`config.mk`:
```
export PLATFORM = sky130hd
export DESIGN_NAME = ddi_pingpong_buf
export DESIGN_NICKNAME = d
export VERILOG_FILES = /design/src/rtl/ddi_pkg.sv /design/src/rtl/ddi_wr_ctrl.sv /design/src/rtl/ddi_rd_ctrl.sv /design/src/rtl/ddi_bank_pair.sv /design/src/rtl/ddi_pingpong_buf.sv
export SDC_FILE = /design/constraint.sdc
export NUM_CORES = 1
export LEC_CHECK = 0
export ABC_CLOCK_PERIOD_IN_PS = 1300
export BUFFER_PORTS_ARGS = -buffer_cell sky130_fd_sc_hd__buf_2
export CORE_ASPECT_RATIO = 2
export CORE_UTILIZATION = 45
export CTS_CLUSTER_DIAMETER = 120
export DETAILED_ROUTE_END_ITERATION = 7
export GPL_TIMING_DRIVEN = 1
export PLACE_DENSITY = 0.57
export SLEW_MARGIN = 25
export SYNTH_ARGS = -nofsm -noshare
export SYNTH_HDL_FRONTEND = slang
export SYNTH_HIERARCHICAL = 1
export SYNTH_SLANG_ARGS = --single-unit
```
`constraint.sdc`:
```
create_clock -name clk -period 1.3 [get_ports clk]
set_input_delay 0 -clock clk [delete_from_list [all_inputs] [get_ports clk]]
set_output_delay 0 -clock clk [all_outputs]
set_load 0.01 [all_outputs]
```
`src/rtl/ddi_pkg.sv`:
```
package ddi_pkg;
  // Which of the two storage banks is meant
  typedef enum logic {
    BANK_A = 1'b0,
    BANK_B = 1'b1
  } bank_e;

  // Width of the block-length select field
  localparam int SIZE_SEL_W = 2;
endpackage

```
`src/rtl/ddi_wr_ctrl.sv`:
```
// Fill side: block length capture, write count, swap decision, bank select
module ddi_wr_ctrl
  import ddi_pkg::*;
#(
  parameter int LEN_S0 = 96,
  parameter int LEN_S1 = 192,
  parameter int LEN_S2 = 288,
  parameter int AW     = 9
) (
  input  logic                  clk,
  input  logic                  rst_n,
  input  logic                  in_valid,
  input  logic [SIZE_SEL_W-1:0] size_sel,
  input  logic [AW-1:0]         in_addr,
  output bank_e                 wr_bank,
  output logic                  wr_en,
  output logic                  swap,
  output logic [AW-1:0]         wr_cnt,
  output logic [AW-1:0]         cur_len
);
  localparam logic [AW-1:0] L0 = AW'(LEN_S0);
  localparam logic [AW-1:0] L1 = AW'(LEN_S1);
  localparam logic [AW-1:0] L2 = AW'(LEN_S2);

  logic [AW-1:0] cnt_q, cnt_d;
  logic [AW-1:0] len_q, len_d;
  bank_e         bank_q, bank_d;
  logic [AW-1:0] sel_len;
  logic [AW-1:0] eff_len;
  logic          first_beat;
  logic          last_beat;

  // Decode of the length select field
  always_comb begin
    case (size_sel)
      2'd0:    sel_len = L0;
      2'd1:    sel_len = L1;
      default: sel_len = L2;
    endcase
  end

  // The length is taken from the select field only at count 0
  assign first_beat = (cnt_q == '0);
  assign eff_len    = first_beat ? sel_len : len_q;
  assign last_beat  = in_valid && (cnt_q == eff_len - AW'(1));

  always_comb begin
    cnt_d  = cnt_q;
    len_d  = len_q;
    bank_d = bank_q;
    if (in_valid) begin
      if (first_beat) len_d = sel_len;
      if (last_beat) begin
        cnt_d  = '0;
        bank_d = (bank_q == BANK_A) ? BANK_B : BANK_A;
      end else begin
        cnt_d = cnt_q + AW'(1);
      end
    end
  end

  always_ff @(posedge clk or negedge rst_n) begin
    if (!rst_n) begin
      cnt_q  <= '0;
      len_q  <= L0;
      bank_q <= BANK_B;
    end else begin
      cnt_q  <= cnt_d;
      len_q  <= len_d;
      bank_q <= bank_d;
    end
  end

  assign wr_bank = bank_q;
  assign wr_en   = in_valid && (in_addr < eff_len);
  assign swap    = last_beat;
  assign wr_cnt  = cnt_q;
  assign cur_len = eff_len;
endmodule

```
`src/rtl/ddi_rd_ctrl.sv`:
```
// Drain side: linear read count, priming flag, output qualifier
module ddi_rd_ctrl #(
  parameter int AW = 9
) (
  input  logic          clk,
  input  logic          rst_n,
  input  logic          in_valid,
  input  logic          swap,
  output logic [AW-1:0] rd_addr,
  output logic          rd_en,
  output logic          out_valid
);
  logic [AW-1:0] cnt_q, cnt_d;
  logic          primed_q, primed_d;
  logic          ov_q, ov_d;

  assign rd_en = in_valid && primed_q;

  always_comb begin
    cnt_d    = cnt_q;
    primed_d = primed_q | swap;
    ov_d     = rd_en;
    if (swap)          cnt_d = '0;
    else if (in_valid) cnt_d = cnt_q + AW'(1);
  end

  always_ff @(posedge clk or negedge rst_n) begin
    if (!rst_n) begin
      cnt_q    <= '0;
      primed_q <= 1'b0;
      ov_q     <= 1'b0;
    end else begin
      cnt_q    <= cnt_d;
      primed_q <= primed_d;
      ov_q     <= ov_d;
    end
  end

  assign rd_addr   = cnt_q;
  assign out_valid = ov_q;
endmodule

```
`src/rtl/ddi_bank_pair.sv`:
```
// Two single-bit banks; one written, the other read into a registered output
module ddi_bank_pair
  import ddi_pkg::*;
#(
  parameter int DEPTH = 288,
  parameter int AW    = 9
) (
  input  logic          clk,
  input  bank_e         wr_bank,
  input  logic          wr_en,
  input  logic [AW-1:0] wr_addr,
  input  logic          wr_bit,
  input  logic          rd_en,
  input  logic [AW-1:0] rd_addr,
  output logic          rd_bit
);
  logic [1:0] bank_rd;
  logic       rd_q;

  for (genvar b = 0; b < 2; b++) begin : g_bank
    logic [DEPTH-1:0] mem_q;
    logic             sel_wr;

    assign sel_wr = wr_en && (wr_bank == bank_e'(b));

    always_ff @(posedge clk) begin
      if (sel_wr) mem_q[wr_addr] <= wr_bit;
    end

    assign bank_rd[b] = mem_q[rd_addr];
  end

  // The drain bank is always the one not being filled
  always_ff @(posedge clk) begin
    if (rd_en) rd_q <= (wr_bank == BANK_A) ? bank_rd[1] : bank_rd[0];
  end

  assign rd_bit = rd_q;
endmodule

```
`src/rtl/ddi_pingpong_buf.sv`:
```
module ddi_pingpong_buf
  import ddi_pkg::*;
#(
  parameter int LEN_S0 = 96,
  parameter int LEN_S1 = 192,
  parameter int LEN_S2 = 288,
  parameter int AW     = 9
) (
  input  logic                  clk,
  input  logic                  rst_n,
  input  logic                  in_valid,
  input  logic                  in_bit,
  input  logic [AW-1:0]         in_addr,
  input  logic [SIZE_SEL_W-1:0] size_sel,
  output logic                  out_valid,
  output logic                  out_bit
);
  localparam int MAX01   = (LEN_S0 > LEN_S1) ? LEN_S0 : LEN_S1;
  localparam int MAX_LEN = (MAX01 > LEN_S2) ? MAX01 : LEN_S2;

  logic          rst_s1_q, rst_sync_n;
  bank_e         wr_bank;
  logic          wr_en;
  logic          swap;
  logic [AW-1:0] wr_cnt;
  logic [AW-1:0] cur_len;
  logic [AW-1:0] rd_addr;
  logic          rd_en;

  // Reset asserts at once, releases on the second clock edge
  always_ff @(posedge clk or negedge rst_n) begin
    if (!rst_n) begin
      rst_s1_q   <= 1'b0;
      rst_sync_n <= 1'b0;
    end else begin
      rst_s1_q   <= 1'b1;
      rst_sync_n <= rst_s1_q;
    end
  end

  ddi_wr_ctrl #(
    .LEN_S0(LEN_S0), .LEN_S1(LEN_S1), .LEN_S2(LEN_S2), .AW(AW)
  ) u_wr (
    .clk      (clk),
    .rst_n    (rst_sync_n),
    .in_valid (in_valid),
    .size_sel (size_sel),
    .in_addr  (in_addr),
    .wr_bank  (wr_bank),
    .wr_en    (wr_en),
    .swap     (swap),
    .wr_cnt   (wr_cnt),
    .cur_len  (cur_len)
  );

  ddi_rd_ctrl #(.AW(AW)) u_rd (
    .clk       (clk),
    .rst_n     (rst_sync_n),
    .in_valid  (in_valid),
    .swap      (swap),
    .rd_addr   (rd_addr),
    .rd_en     (rd_en),
    .out_valid (out_valid)
  );

  ddi_bank_pair #(.DEPTH(MAX_LEN), .AW(AW)) u_mem (
    .clk     (clk),
    .wr_bank (wr_bank),
    .wr_en   (wr_en),
    .wr_addr (in_addr),
    .wr_bit  (in_bit),
    .rd_en   (rd_en),
    .rd_addr (rd_addr),
    .rd_bit  (out_bit)
  );
endmodule

```
# After elaboration in Yosys (flattened, before gate mapping)
# Index checks and enable logic that the tools add are counted.
[word_totals]
regBits = 609
inputBits = 15
wordCells = 47
[op_classes]
addsub = 3
magnitude_cmp = 4
n_eq_ne = 2
mux = 15
bitwise = 2
n_reduce_logical = 10
[op_table]
columns = ["op", "count"]
rows = [
  ["$bwmux W288", 2],
  ["$mux W9", 4],
  ["$lt A9 B10 Y1 const B", 2],
  ["$add A9 B1 Y9 const B", 2],
  ["$bmux W1 S9", 2],
  ["$pmux W9 S2", 1],
  ["$demux W1 S9", 1],
  ["$eq A9 B9 Y1", 1],
  ["$ge A9 B1 Y1 const B", 1],
  ["$logic_not A9 Y1", 1],
  ["$lt A9 B9 Y1", 1],
  ["$sub A9 B1 Y9 const B", 1],
  ["$logic_and A1 B1 Y1", 6],
  ["$mux W1", 5],
  ["$eq A2 B1 Y1 const B", 1],
  ["$logic_not A2 Y1", 1],
  ["$reduce_and A2 Y1", 1],
  ["$reduce_bool A2 Y1", 1],
  ["$not A1 Y1", 1],
  ["$or A1 B1 Y1", 1],
]

# Logic depth before layout (Yosys ltp)
# Gate-level depths: netlist of run 1.
[depth]
ltp_word = 7
depth_mapped = 18
depth_no_buf = 16

# Hierarchy
# The synthesis of run 1 kept the hierarchy.
[modules_own_cells]
columns = ["mod", "n_inst", "cells_each", "area_each_um2"]
rows = [
  ["ddi_bank_pair", 1, 1707, 25044.0],
  ["ddi_wr_ctrl", 1, 179, 1547.7],
  ["ddi_rd_ctrl", 1, 47, 515.5],
  ["ddi_pingpong_buf", 1, 3, 53.8],
]

# Worst setup path before layout of run 1
# Ideal clock, no wire load.
[synth_path]
path_kind = "register to register"
start = "register u_wr.cnt_q[0], in the netlist u_wr/wr_cnt[0]"
end = "register u_rd.cnt_q[7], in the netlist u_rd/rd_addr[7]"
setup_time_ns = 0.078
arrival_time_ns = 4.230
t_required_ns = 1.222
slack_ns = -3.008
path_stages_with_launch = 18
n_path_buf = 3
period_less_slack_ns = 4.308
cell_sequence = "dfrtp_1 inv_1 ha_1 nor4b_1 nand2_1 clkbuf_1 nand2_1 ha_1 clkbuf_1 or3b_2 o211ai_2 a31oi_1 or4_4 a2111oi_4 buf_6 o21ai_2 or4_1 a21oi_1"
[synth_via]
elab_chain_len = 6
word_cells_on_any_way = 7
classes_between = "1 x add/sub; 1 x eq/ne; 2 x mux; 3 x reduce/logical"
[synth_lines]
columns = ["item", "line_no", "text"]
rows = [
  ["from (decl)", "ddi_wr_ctrl.sv:25", "logic [AW-1:0] cnt_q, cnt_d;"],
  ["from (signal assigned)", "ddi_wr_ctrl.sv:68", "cnt_q <= cnt_d;"],
  ["$logic_not A9 Y1", "ddi_wr_ctrl.sv:43", "assign first_beat = (cnt_q == '0);"],
  ["$mux W9", "ddi_wr_ctrl.sv:44", "assign eff_len = first_beat ? sel_len : len_q;"],
  ["$sub A9 B1 Y9", "ddi_wr_ctrl.sv:45", "assign last_beat = in_valid && (cnt_q == eff_len - AW'(1));"],
  ["$eq A9 B9 Y1 *", "ddi_wr_ctrl.sv:45", ""],
  ["$logic_and A1 B1 Y1 *", "ddi_wr_ctrl.sv:45", ""],
  ["via swap", "ddi_pingpong_buf.sv:24", "logic swap;"],
  ["$mux W9 / $reduce_bool A2 Y1 (equally long branches)", "-", ""],
  ["to (signal assigned)", "ddi_rd_ctrl.sv:33", "cnt_q <= cnt_d;"],
  ["to (decl)", "ddi_rd_ctrl.sv:13", "logic [AW-1:0] cnt_q, cnt_d;"],
]
# Mark *: on every way through the listed nets, which the timed path passes. The rest lies on a longest branch.
# A chain may end at the register's enable or synchronous reset.

# Final worst setup path of run 1
[layout_path]
start = "register u_wr.cnt_q[1], in the netlist u_wr/wr_cnt[1]"
end = "register u_mem.g_bank[0].mem_q[194] (enable)"
[layout_via]
elab_chain_len = 5
[layout_lines]
columns = ["item", "line_no", "text"]
rows = [
  ["$logic_not A9 Y1", "ddi_wr_ctrl.sv:43", ""],
  ["$mux W9", "ddi_wr_ctrl.sv:44", ""],
  ["$lt A9 B9 Y1", "ddi_wr_ctrl.sv:75", "assign wr_en = in_valid && (in_addr < eff_len);"],
  ["$logic_and A1 B1 Y1", "ddi_wr_ctrl.sv:75", ""],
  ["via wr_en", "ddi_pingpong_buf.sv:23", "logic wr_en;"],
  ["$logic_and A1 B1 Y1", "ddi_bank_pair.sv:24", "assign sel_wr = wr_en && (wr_bank == bank_e'(b));"],
  ["to (signal, indexed assignment)", "ddi_bank_pair.sv:27", "if (sel_wr) mem_q[wr_addr] <= wr_bit;"],
  ["to (decl)", "ddi_bank_pair.sv:21", "logic [DEPTH-1:0] mem_q;"],
]
# The timed path passes the listed nets, and every way through them passes these cells.

==> results by group, run 1 <==
STA
  – Transition time of the tightest slew-check pin: roughly 630 ps
  – Max-slew violations: 0
  – Post-route setup TNS: -1403730 ps
  – Final Hold Viols: 0
  – Final Critical Period: 3791 ps
  – Worst slew margin: between 50 and 60%
  – Finish-stage setup viols: 606
  – Minimum hold slack: about 200 ps
  – Final WS setup: -2491 ps
  – F_max: 263.8 MHz
  – Tcrit/Tclk final: 291.6%
  – Max Clock Skew: roughly 21 ps
  – RSZ-0062 raised after global routing: yes

Detailed routing
  – Routed vias/inst: 5.846
  – Vias: 17620
  – Wire per inst: between 20 and 30 µm
  – DRC: 0
  – First-pass detailed-route iteration total: 5
  – WL final: between 80000 and 90000 µm
  – Post-route ant nets: 0
  – Detailed Route Iter0 Violations: around 1400

Placement
  – Cell total after placement: 2873
  – Post-DP HPWL: 51750 µm
  – Gpl congestion: 0.8520
  – Dpl ws: -2641 ps
  – Dpl cell area: 30840 µm²
  – IO buf count: 16

GRT
  – Congestion Overflow GR: 0
  – First-pass GRT wire length: 117100 µm
  – Global Route Usage Sum: 26.63%
  – Initial antenna violation count: 0
  – Vias in the first global route: ~18000
  – Largest net degree at the start of global routing: 96

Worst setup path
  – Endpoint class of the critical path: flip-flop
  – Setup CP Type: flip-flop to flip-flop
  – Startpoint Class: flip-flop
  – Worst-path maximum fanout: 8
  – CP arrival: 4130 ps
  – CP required: ~1600 ps

Power
  – Logic pwr share: a little over a third
  – Clock power share: approximately 27%
  – Sequential Power Share: 37.7%
  – Total leakage power: approximately 11 nW
  – Pwr per Cell Area: approximately 1700 nW/µm²
  – Psw: 18.50 mW
  – Pwr Total: 59.87 mW
  – Cell-internal power: approximately 41 mW
  – Max rail drop VDD: approximately 1200 µV
  – Switch share: between 30% and 40%

Floorplanning
  – Site Rows: about 130
  – Width of the die: roughly 180 µm
  – Number of top-level pins: 17
  – Die Span Y: about 350 µm
  – Core box area: 59750 µm²
  – Die ar.: a little over 60000 µm²
  – Initial Utilization: roughly 45%

Status
  – Failing checks: negative setup slack
  – Status: complete, but fails checks

Clocking
  – H-tree depth: 2
  – CTS tree: yes
  – CTS Sinks: between 600 and 700
  – Clk root buf: clkbuf_16
  – Clock transition at the registers of the reported paths: 70 ps
  – Inserted Clock Buffers: 52
  – CTS max path bufs: 3
  – Clock latency on the worst-skew pair: a little over 600 ps

Synth
  – Synthesized area per cell: around 14 µm²
  – Syn. warnings: 6
  – Cells after Synth: about 1900
  – Mapped cell area: around 27000 µm²
  – Syn nets: 1955

Final layout
  – Share of post-route cells with drive strength above 1: between 30 and 40%
  – Fin area: 34880 µm²
  – Area Overhead vs Synth: 28.55%
  – Diode count: 0
  – Final non-filler cell total: roughly 3000
  – Layout net count: 2228
  – Commonest non-fill, non-tap cell in the layout: edfxtp_1
  – Most frequent cells in the layout: 577 x edfxtp_1, 428 x nor2_1, 235 x buf_4
  – Core Util, Final: between 50% and 60%

Worst hold path
  – Worst min path class: input pin to flip-flop

Job
  – Max cap viols: 0
## worst max-delay path, stage by stage (launching register included)
cell	delay [ps]
dfrtp_1	390
inv_2	90
ha_4	140
buf_4	100
or4b_4	470
nor2_4	170
nor2_1	60
or2_4	230
ha_4	220
a2111oi_4	380
o2bb2ai_2	180
buf_4	160
nand2b_4	90
nor3_4	180
buf_6	150
buf_6	110
nand2_8	90
buf_12	180
nor2_4	100
## power by group through the flow
stage	Combinational (mW)	Clock [mW]	Sequential, mW
final	21.1	16.2	22.5
after global routing	22.1	17.1	22.5
after CTS	20.9	16.5	22.5
after detailed placement	20.2	0	23.0
after global placement	20.1	0	23.0
after floorplan	11.3	0	22.5
## state kept, by name (all words and copies together) (netlist names)
register            cells
u_rd/primed_q           1
rst_sync_n              1
u_wr/len_q              9
u_wr/wr_cnt             9
u_wr/wr_bank            1
rst_s1_q                1
u_mem/rd_bit            1
u_mem/g_bank.mem_q    576
u_rd/out_valid          1
u_rd/rd_addr            9
## routing by layer
layer	global-route usage [%]	wire, µm
met3	2.850	3304
met2	49.87	45620
met4	17.66	5788
met5	0	0
met1	27.64	27510
## worst paths after layout
path                                         endpoint  slack (ps)            from  cells after the start
max                        u_mem/g_bank[0].mem_q[194]       -2490  u_wr/wr_cnt[1]                     18
min                                    u_wr/wr_cnt[2]         200        in_valid                      7
max reg2reg                u_mem/g_bank[0].mem_q[194]       -2490  u_wr/wr_cnt[1]                     18
min reg2reg                            u_rd/out_valid         250      rst_sync_n                      1
max in group asynchronous               u_wr/len_q[6]         760      rst_sync_n                      1
min in group asynchronous                  rst_sync_n         230           rst_n                      3
## repair_timing
action                                 in CTS  in global routing
hold buffers                                7                  0
buffers inserted                           18                  7
resized for setup                         271                145
setup endpoints to repair                 606                606
cloned                                      9                  8
endpoints found under the hold margin      90                  0
pin swaps                                  51                 46
## layout make-up
cell class                 instances  area [µm²]
fill                            4680       24870
timing repair buffer             375        4228
inverter                          12       45.04
tap                              774       968.4
clock buffer                      69        1418
sequential                       609       18140
multi-input combinational       1151        9762
clock inverter                    24       315.3
Note: power is estimated with default switching activity, not from simulation.
==> run 2, diff against run 1 <==
--- a/config.mk
+++ b/config.mk
@@ -5,7 +5,7 @@
 export SDC_FILE = /design/constraint.sdc
 export NUM_CORES = 1
 export LEC_CHECK = 0
-export ABC_CLOCK_PERIOD_IN_PS = 1300
+export ABC_CLOCK_PERIOD_IN_PS = 4160
 export BUFFER_PORTS_ARGS = -buffer_cell sky130_fd_sc_hd__buf_2
 export CORE_ASPECT_RATIO = 2
 export CORE_UTILIZATION = 45
==> constraint.sdc (replaced) <==
create_clock -name clk -period 4.16 [get_ports clk]
set_input_delay 0 -clock clk [delete_from_list [all_inputs] [get_ports clk]]
set_output_delay 0 -clock clk [all_outputs]
set_load 0.01 [all_outputs]
==> run 2 against run 1 <==
- the run now ends clean
- wire length down 11%
- sequential power down 68%
- final area shrank 12%
- setup slack gained 2700 ps
- sequential share of layout area grew 7.4 points
- flip-flop and latch count stayed put
- critical endpoint is now u_mem/g_bank[0].mem_q[50]
==> results by group, run 2 (synthesis results as in run 1) <==
Status
  – Status: complete, no violations

Job
  – Max cap viols: 0

Final layout
  – Layout net count: about 2000
  – Core Util, Final: 51.09%
  – Commonest non-fill, non-tap cell in the layout: nor2_1
  – Filler Cell Count: 5148
  – Most frequent cells in the layout: 620 x nor2_1, 577 x edfxtp_1, 139 x mux4_2
  – Max FFs per register: between 500 and 600
  – Area Overhead vs Synth: 12.50%
  – Share of post-route cells with drive strength above 1: between 10% and 20%
  – Diode count: 0
  – Final non-filler cell total: between 2000 and 3000
  – Top reg by flops: u_mem/g_bank.mem_q

Floorplanning
  – Core box area: around 60000 µm²
  – Die ar.: 61340 µm²
  – Site Rows: roughly 130
  – Width of the die: around 180 µm
  – Number of top-level pins: 17
  – Die Span Y: 349.3 µm
  – Initial Utilization: between 40% and 50%

Detailed routing
  – Routed vias/inst: just under 6
  – WL met3: about 3200 µm
  – Vias: about 16000
  – WL met2: about 42000 µm
  – Top sig layer: met5
  – DRC: 0
  – Wire per inst: approximately 26 µm
  – Post-route ant nets: 0
  – WL final: 72980 µm
  – DRT met1 WL: between 20000 and 25000 µm
  – Detailed Route Iter0 Violations: roughly 1500
  – First-pass detailed-route iteration total: 5

Clocking
  – Clock latency on the worst-skew pair: about 600 ps
  – Clk root buf: clkbuf_16
  – Inserted Clock Buffers: 53
  – CTS tree: yes
  – CTS max path bufs: 3
  – Clock transition at the registers of the reported paths: approximately 70 ps
  – H-tree depth: 2
  – CTS Sinks: ~610

STA
  – Worst slew margin: 37.90%
  – Tcrit/Tclk final: a little over nine tenths
  – Transition time of the tightest slew-check pin: roughly 930 ps
  – Max-slew violations: 0
  – Max Clock Skew: ~24 ps
  – Final Critical Period: around 4000 ps
  – F_max: 250.9 MHz
  – RSZ-0062 raised after global routing: yes
  – Final Hold Viols: 0
  – Finish-stage setup viols: 0
  – Minimum hold slack: between 150 and 200 ps

Worst hold path
  – Hold EP: u_wr/len_q[6]
  – HP Start: size_sel[1]
  – Worst min path class: input pin to flip-flop
  – WHS Path Cells: 3

Power
  – Switch share: around a third
  – Total leakage power: between 9 and 10 nW
  – Cell-internal power: between 10 and 15 mW
  – Sequential Power Share: between 40% and 50%
  – Pwr Total: 17.22 mW
  – Logic pwr share: a little under a third
  – Pwr per Cell Area: 564.1 nW/µm²
  – Clock power share: about 28%
  – Max rail drop VDD: 331.7 µV
  – Psw: 5.400 mW

Worst setup path
  – Reg2reg start: u_wr/wr_cnt[0]
  – Worst-path maximum fanout: 18
  – R2R depth: 15
  – Endpoint class of the critical path: flip-flop
  – R2r endpoint: u_mem/g_bank[0].mem_q[50]
  – CP required: 4460 ps
  – Startpoint Class: flip-flop
  – CP arrival: 4280 ps
  – Flop-to-flop setup slack: about 170 ps
  – Setup CP Type: flip-flop to flip-flop

GRT
  – Global Route Usage Sum: about 24%
  – Initial antenna violation count: 4
  – First-pass GRT wire length: 107900 µm
  – Vias in the first global route: between 15000 and 20000
  – Congestion Overflow GR: 0
  – Largest net degree at the start of global routing: 177

Placement
  – IO buf count: 16
  – Gpl congestion: between 0.8 and 0.9
  – Cell total after placement: 2685
  – Post-DP HPWL: around 47000 µm
[run 2: cell count changes in the layout (fill, tap and decap cells not counted), sizes merged, moves of 3 or more]
cell | previous run | this run
clkbuf | 77 | 65
buf | 359 | 142
clkinv | 15 | 19
bufinv | 7 | 4
[run 2: critical path, cell delays in order (launching register included)]
cell       delay, ps
dfrtp_1          380
inv_1             80
ha_1             160
or4b_1           530
nor2_1           180
nor2_1            60
or2_2            280
ha_1             290
a2111oi_1        390
o2bb2ai_1        250
nand2b_1         230
buf_4            200
nor3_4           160
nand2_1          130
buf_12           220
nor2_1           160
[run 2: cell type report]
class	count	area, µm²	share of cell area (%)
tap	774	968.4	3.173
clock inverter	26	237.7	0.7788
timing repair buffer	148	1471	4.821
sequential	609	18140	59.43
multi-input combinational	1151	8267	27.08
inverter	12	45.04	0.1476
clock buffer	65	1393	4.562
[run 2: worst max path at each step]
stage,start,to,depth (start not counted)
finish,u_wr/wr_cnt[0],u_mem/g_bank[0].mem_q[50],15
global route,u_wr/wr_cnt[1],u_mem/g_bank[1].mem_q[128],17
CTS,u_wr/wr_cnt[3],u_mem/g_bank[1].mem_q[208],13
detailed placement,u_wr/wr_cnt[1],u_mem/g_bank[1].mem_q[208],17
global placement,u_wr/wr_cnt[1],u_mem/g_bank[1].mem_q[217],17
floorplan,u_wr/wr_cnt[0],u_rd/rd_addr[7],17
[run 2: metal layers]
| metal | global-route usage [%] | vias up |
|---|---|---|
| met4 | 10.45 | 8 |
| li1 | - | 7166 |
| met5 | 0 | - |
| met2 | 47.12 | 433 |
| met3 | 2.752 | 135 |
| met1 | 25.83 | 8546 |
[run 2: stage by stage]
step                instance area [µm²]  setup slack [ps]  setup TNS [ps]
floorplan                         27140             37.27               0
global placement                  28750             110.5               0
global route                      30520            -49.50          -997.4
CTS                               30460             101.4               0
finish                            30520             174.8               0
detailed placement                28770             103.9               0
[run 2: timing repair]
action,CTS,global route
gates resized for setup,0,10
hold endpoints to repair,27,0
hold buffers,6,0
buffers inserted,0,3
endpoints found under the setup margin,0,581
[run 2: power groups by stage]
stage	Clock [mW]	Combinational, mW	Sequential [mW]
floorplan	0	3.47	7.02
CTS	4.92	5.25	7.15
finish	4.83	5.24	7.15
global route	5.12	5.52	7.17
detailed placement	0	5.23	7.29
global placement	0	5.20	7.28
==> run 3, diff against run 2 <==
--- a/config.mk
+++ b/config.mk
@@ -8,11 +8,11 @@
 export ABC_CLOCK_PERIOD_IN_PS = 4160
 export BUFFER_PORTS_ARGS = -buffer_cell sky130_fd_sc_hd__buf_2
 export CORE_ASPECT_RATIO = 2
-export CORE_UTILIZATION = 45
-export CTS_CLUSTER_DIAMETER = 120
+export CORE_UTILIZATION = 25
+export CTS_CLUSTER_DIAMETER = 60
 export DETAILED_ROUTE_END_ITERATION = 7
 export GPL_TIMING_DRIVEN = 1
-export PLACE_DENSITY = 0.57
+export PLACE_DENSITY = 0.35
 export SLEW_MARGIN = 25
 export SYNTH_ARGS = -nofsm -noshare
 export SYNTH_HDL_FRONTEND = slang
==> run 3 against run 2 <==
- flip-flop and latch count did not move
- final area increased by 3.9%
- non-clock buffer count rose by 24
- utilization decreased by 22 points
- via count increased by 0.69%
- largest cell class unchanged
- largest power group unchanged
- highest routed layer is now met4
==> results by group, run 3 (synthesis results as in run 1) <==
Floorplanning
  – Die Span Y: between 400 and 500 µm
  – Initial Utilization: 25.26%
  – Die ar.: 109900 µm²
  – Site Rows: 170
  – Number of top-level pins: 17
  – Width of the die: approximately 230 µm
  – Core box area: around 110000 µm²

Detailed routing
  – Detailed Route Iter0 Violations: around 1100
  – Post-route ant nets: 0
  – Wire per inst: approximately 26 µm
  – Routed vias/inst: 4.784
  – First-pass detailed-route iteration total: 5
  – Vias: between 15000 and 20000
  – DRC: 0
  – WL final: 90820 µm

GRT
  – Congestion Overflow GR: 0
  – Vias in the first global route: 17790
  – Largest net degree at the start of global routing: between 100 and 150
  – Global Route Usage Sum: 16.62%
  – First-pass GRT wire length: around 130000 µm
  – Initial antenna violation count: 1

Final layout
  – Top reg by flops: u_mem/g_bank.mem_q
  – Final non-filler cell total: ~3400
  – Multi-input logic area: 8366 µm²
  – Filler Cell Count: about 11000
  – Max FFs per register: roughly 580
  – Reg area: approximately 18000 µm²
  – Commonest non-fill, non-tap cell in the layout: nor2_1
  – Fin area: about 32000 µm²
  – Share of post-route cells with drive strength above 1: a little over a fifth
  – Layout net count: a little over 2000
  – Area Overhead vs Synth: 16.94%
  – Core Util, Final: 29.54%
  – Most frequent cells in the layout: 616 x nor2_1, 577 x edfxtp_1, 139 x mux4_2

Clocking
  – Clock latency on the worst-skew pair: about 660 ps
  – CTS tree: yes
  – CTS Sinks: approximately 610
  – Clk root buf: clkbuf_16
  – CTS max path bufs: 3
  – Clock transition at the registers of the reported paths: 70 ps
  – H-tree depth: 2
  – Inserted Clock Buffers: slightly below 60

STA
  – Max-slew violations: 0
  – Worst slew margin: about 34%
  – F_max: roughly 250 MHz
  – Tcrit/Tclk final: a little over nine tenths
  – Final Hold Viols: 0
  – Finish-stage setup viols: 0
  – Final Critical Period: 4037 ps
  – Final WS setup: between 100 and 150 ps
  – Max Clock Skew: 27.80 ps
  – Minimum hold slack: ~110 ps
  – Transition time of the tightest slew-check pin: 988.8 ps

Placement
  – Dpl cell area: approximately 30000 µm²
  – Gpl congestion: approximately 0.81
  – Post-DP HPWL: roughly 59000 µm
  – IO buf count: 16
  – Cell total after placement: 3311
  – Dpl ws: -539.8 ps

Worst setup path
  – Setup CP Type: flip-flop to flip-flop
  – Worst-path maximum fanout: 18
  – CP required: roughly 4500 ps
  – CP arrival: between 4000 and 5000 ps
  – Startpoint Class: flip-flop
  – Flop-to-flop setup slack: ~120 ps
  – Endpoint class of the critical path: flip-flop

Job
  – Max cap viols: 0

Status
  – Status: complete, no violations

Power
  – Pwr per Cell Area: ~560 nW/µm²
  – Max rail drop VDD: about 310 µV
  – Total leakage power: a little under 10 nW

Worst hold path
  – Worst min path class: input pin to flip-flop
-- run 3: changes by cell type in the layout (fill, tap and decap cells not counted), sizes merged --
cell    previous run  this run
buf              142       166
bufinv             4         1
clkbuf            65        75
clkinv            19        25
diode              0         1
inv               13        16
-- run 3: through the flow --
stage | setup TNS (ps) | total power, mW
floorplan | 0 | 10.49
global placement | -117250 | 13.03
detailed placement | -80420 | 13.02
CTS | 0 | 18.28
global route | -28.68 | 18.67
finish | 0 | 17.90
-- run 3: worst paths after layout --
kind	startpoint	end	cells past startpoint
setup / recovery	u_wr/wr_cnt[3]	u_mem/g_bank[1].mem_q[97]	14
hold / removal	size_sel[1]	u_wr/len_q[6]	3
setup reg to reg	u_wr/wr_cnt[3]	u_mem/g_bank[1].mem_q[97]	14
hold reg to reg	rst_sync_n	u_rd/primed_q	1
max in group asynchronous	rst_sync_n	u_rd/rd_addr[1]	1
min in group asynchronous	rst_n	rst_s1_q	3
-- run 3: metal layers --
| layer | vias to the layer above | wire length (µm) | track usage (%) |
|---|---|---|---|
| li1 | 7239 | - | - |
| met1 | 8754 | 31540 | 16.42 |
| met2 | 285 | 54120 | 34.80 |
| met3 | 122 | 2036 | 1.538 |
| met4 | 0 | 3124 | 6.100 |
| met5 | - | 0 | 0 |
-- run 3: repair_timing --
action,in CTS,in global routing
hold buffers,6,0
resized for setup,13,13
endpoints found under the hold margin,125,0
setup buffers,2,1
pin swaps,2,3
endpoints found under the setup margin,566,580
-- run 3: power breakdown --
group          internal [mW]  total (mW)  switching [mW]
Sequential              6.81        7.15           0.346
Combinational           2.47        5.62            3.15
Clock                   2.67        5.13            2.46
-- run 3: layout make-up --
| cell class | instances | share of cell area, % |
|---|---|---|
| Clock buffer | 75 | 4.843 |
| Clock inverter | 32 | 0.6112 |
| Multi-Input combinational cell | 1151 | 26.37 |
| Tap cell | 1376 | 5.426 |
| Antenna cell | 1 | 0.007887 |
| Inverter | 12 | 0.1420 |
| Sequential cell | 609 | 57.19 |
| Timing Repair Buffer | 172 | 5.414 |
-- run 3: worst max-delay path, stage by stage (launching register included) --
cell       delay (ps)
dfrtp_1           400
buf_4             170
or4_1             580
nor2_1            210
nor2_1             70
or2_2             300
ha_1              330
a2111oi_4         430
o2bb2ai_4         210
nand2_2           160
nor3_2            220
buf_4             170
nand2_1            90
buf_12            250
nor2_1            130
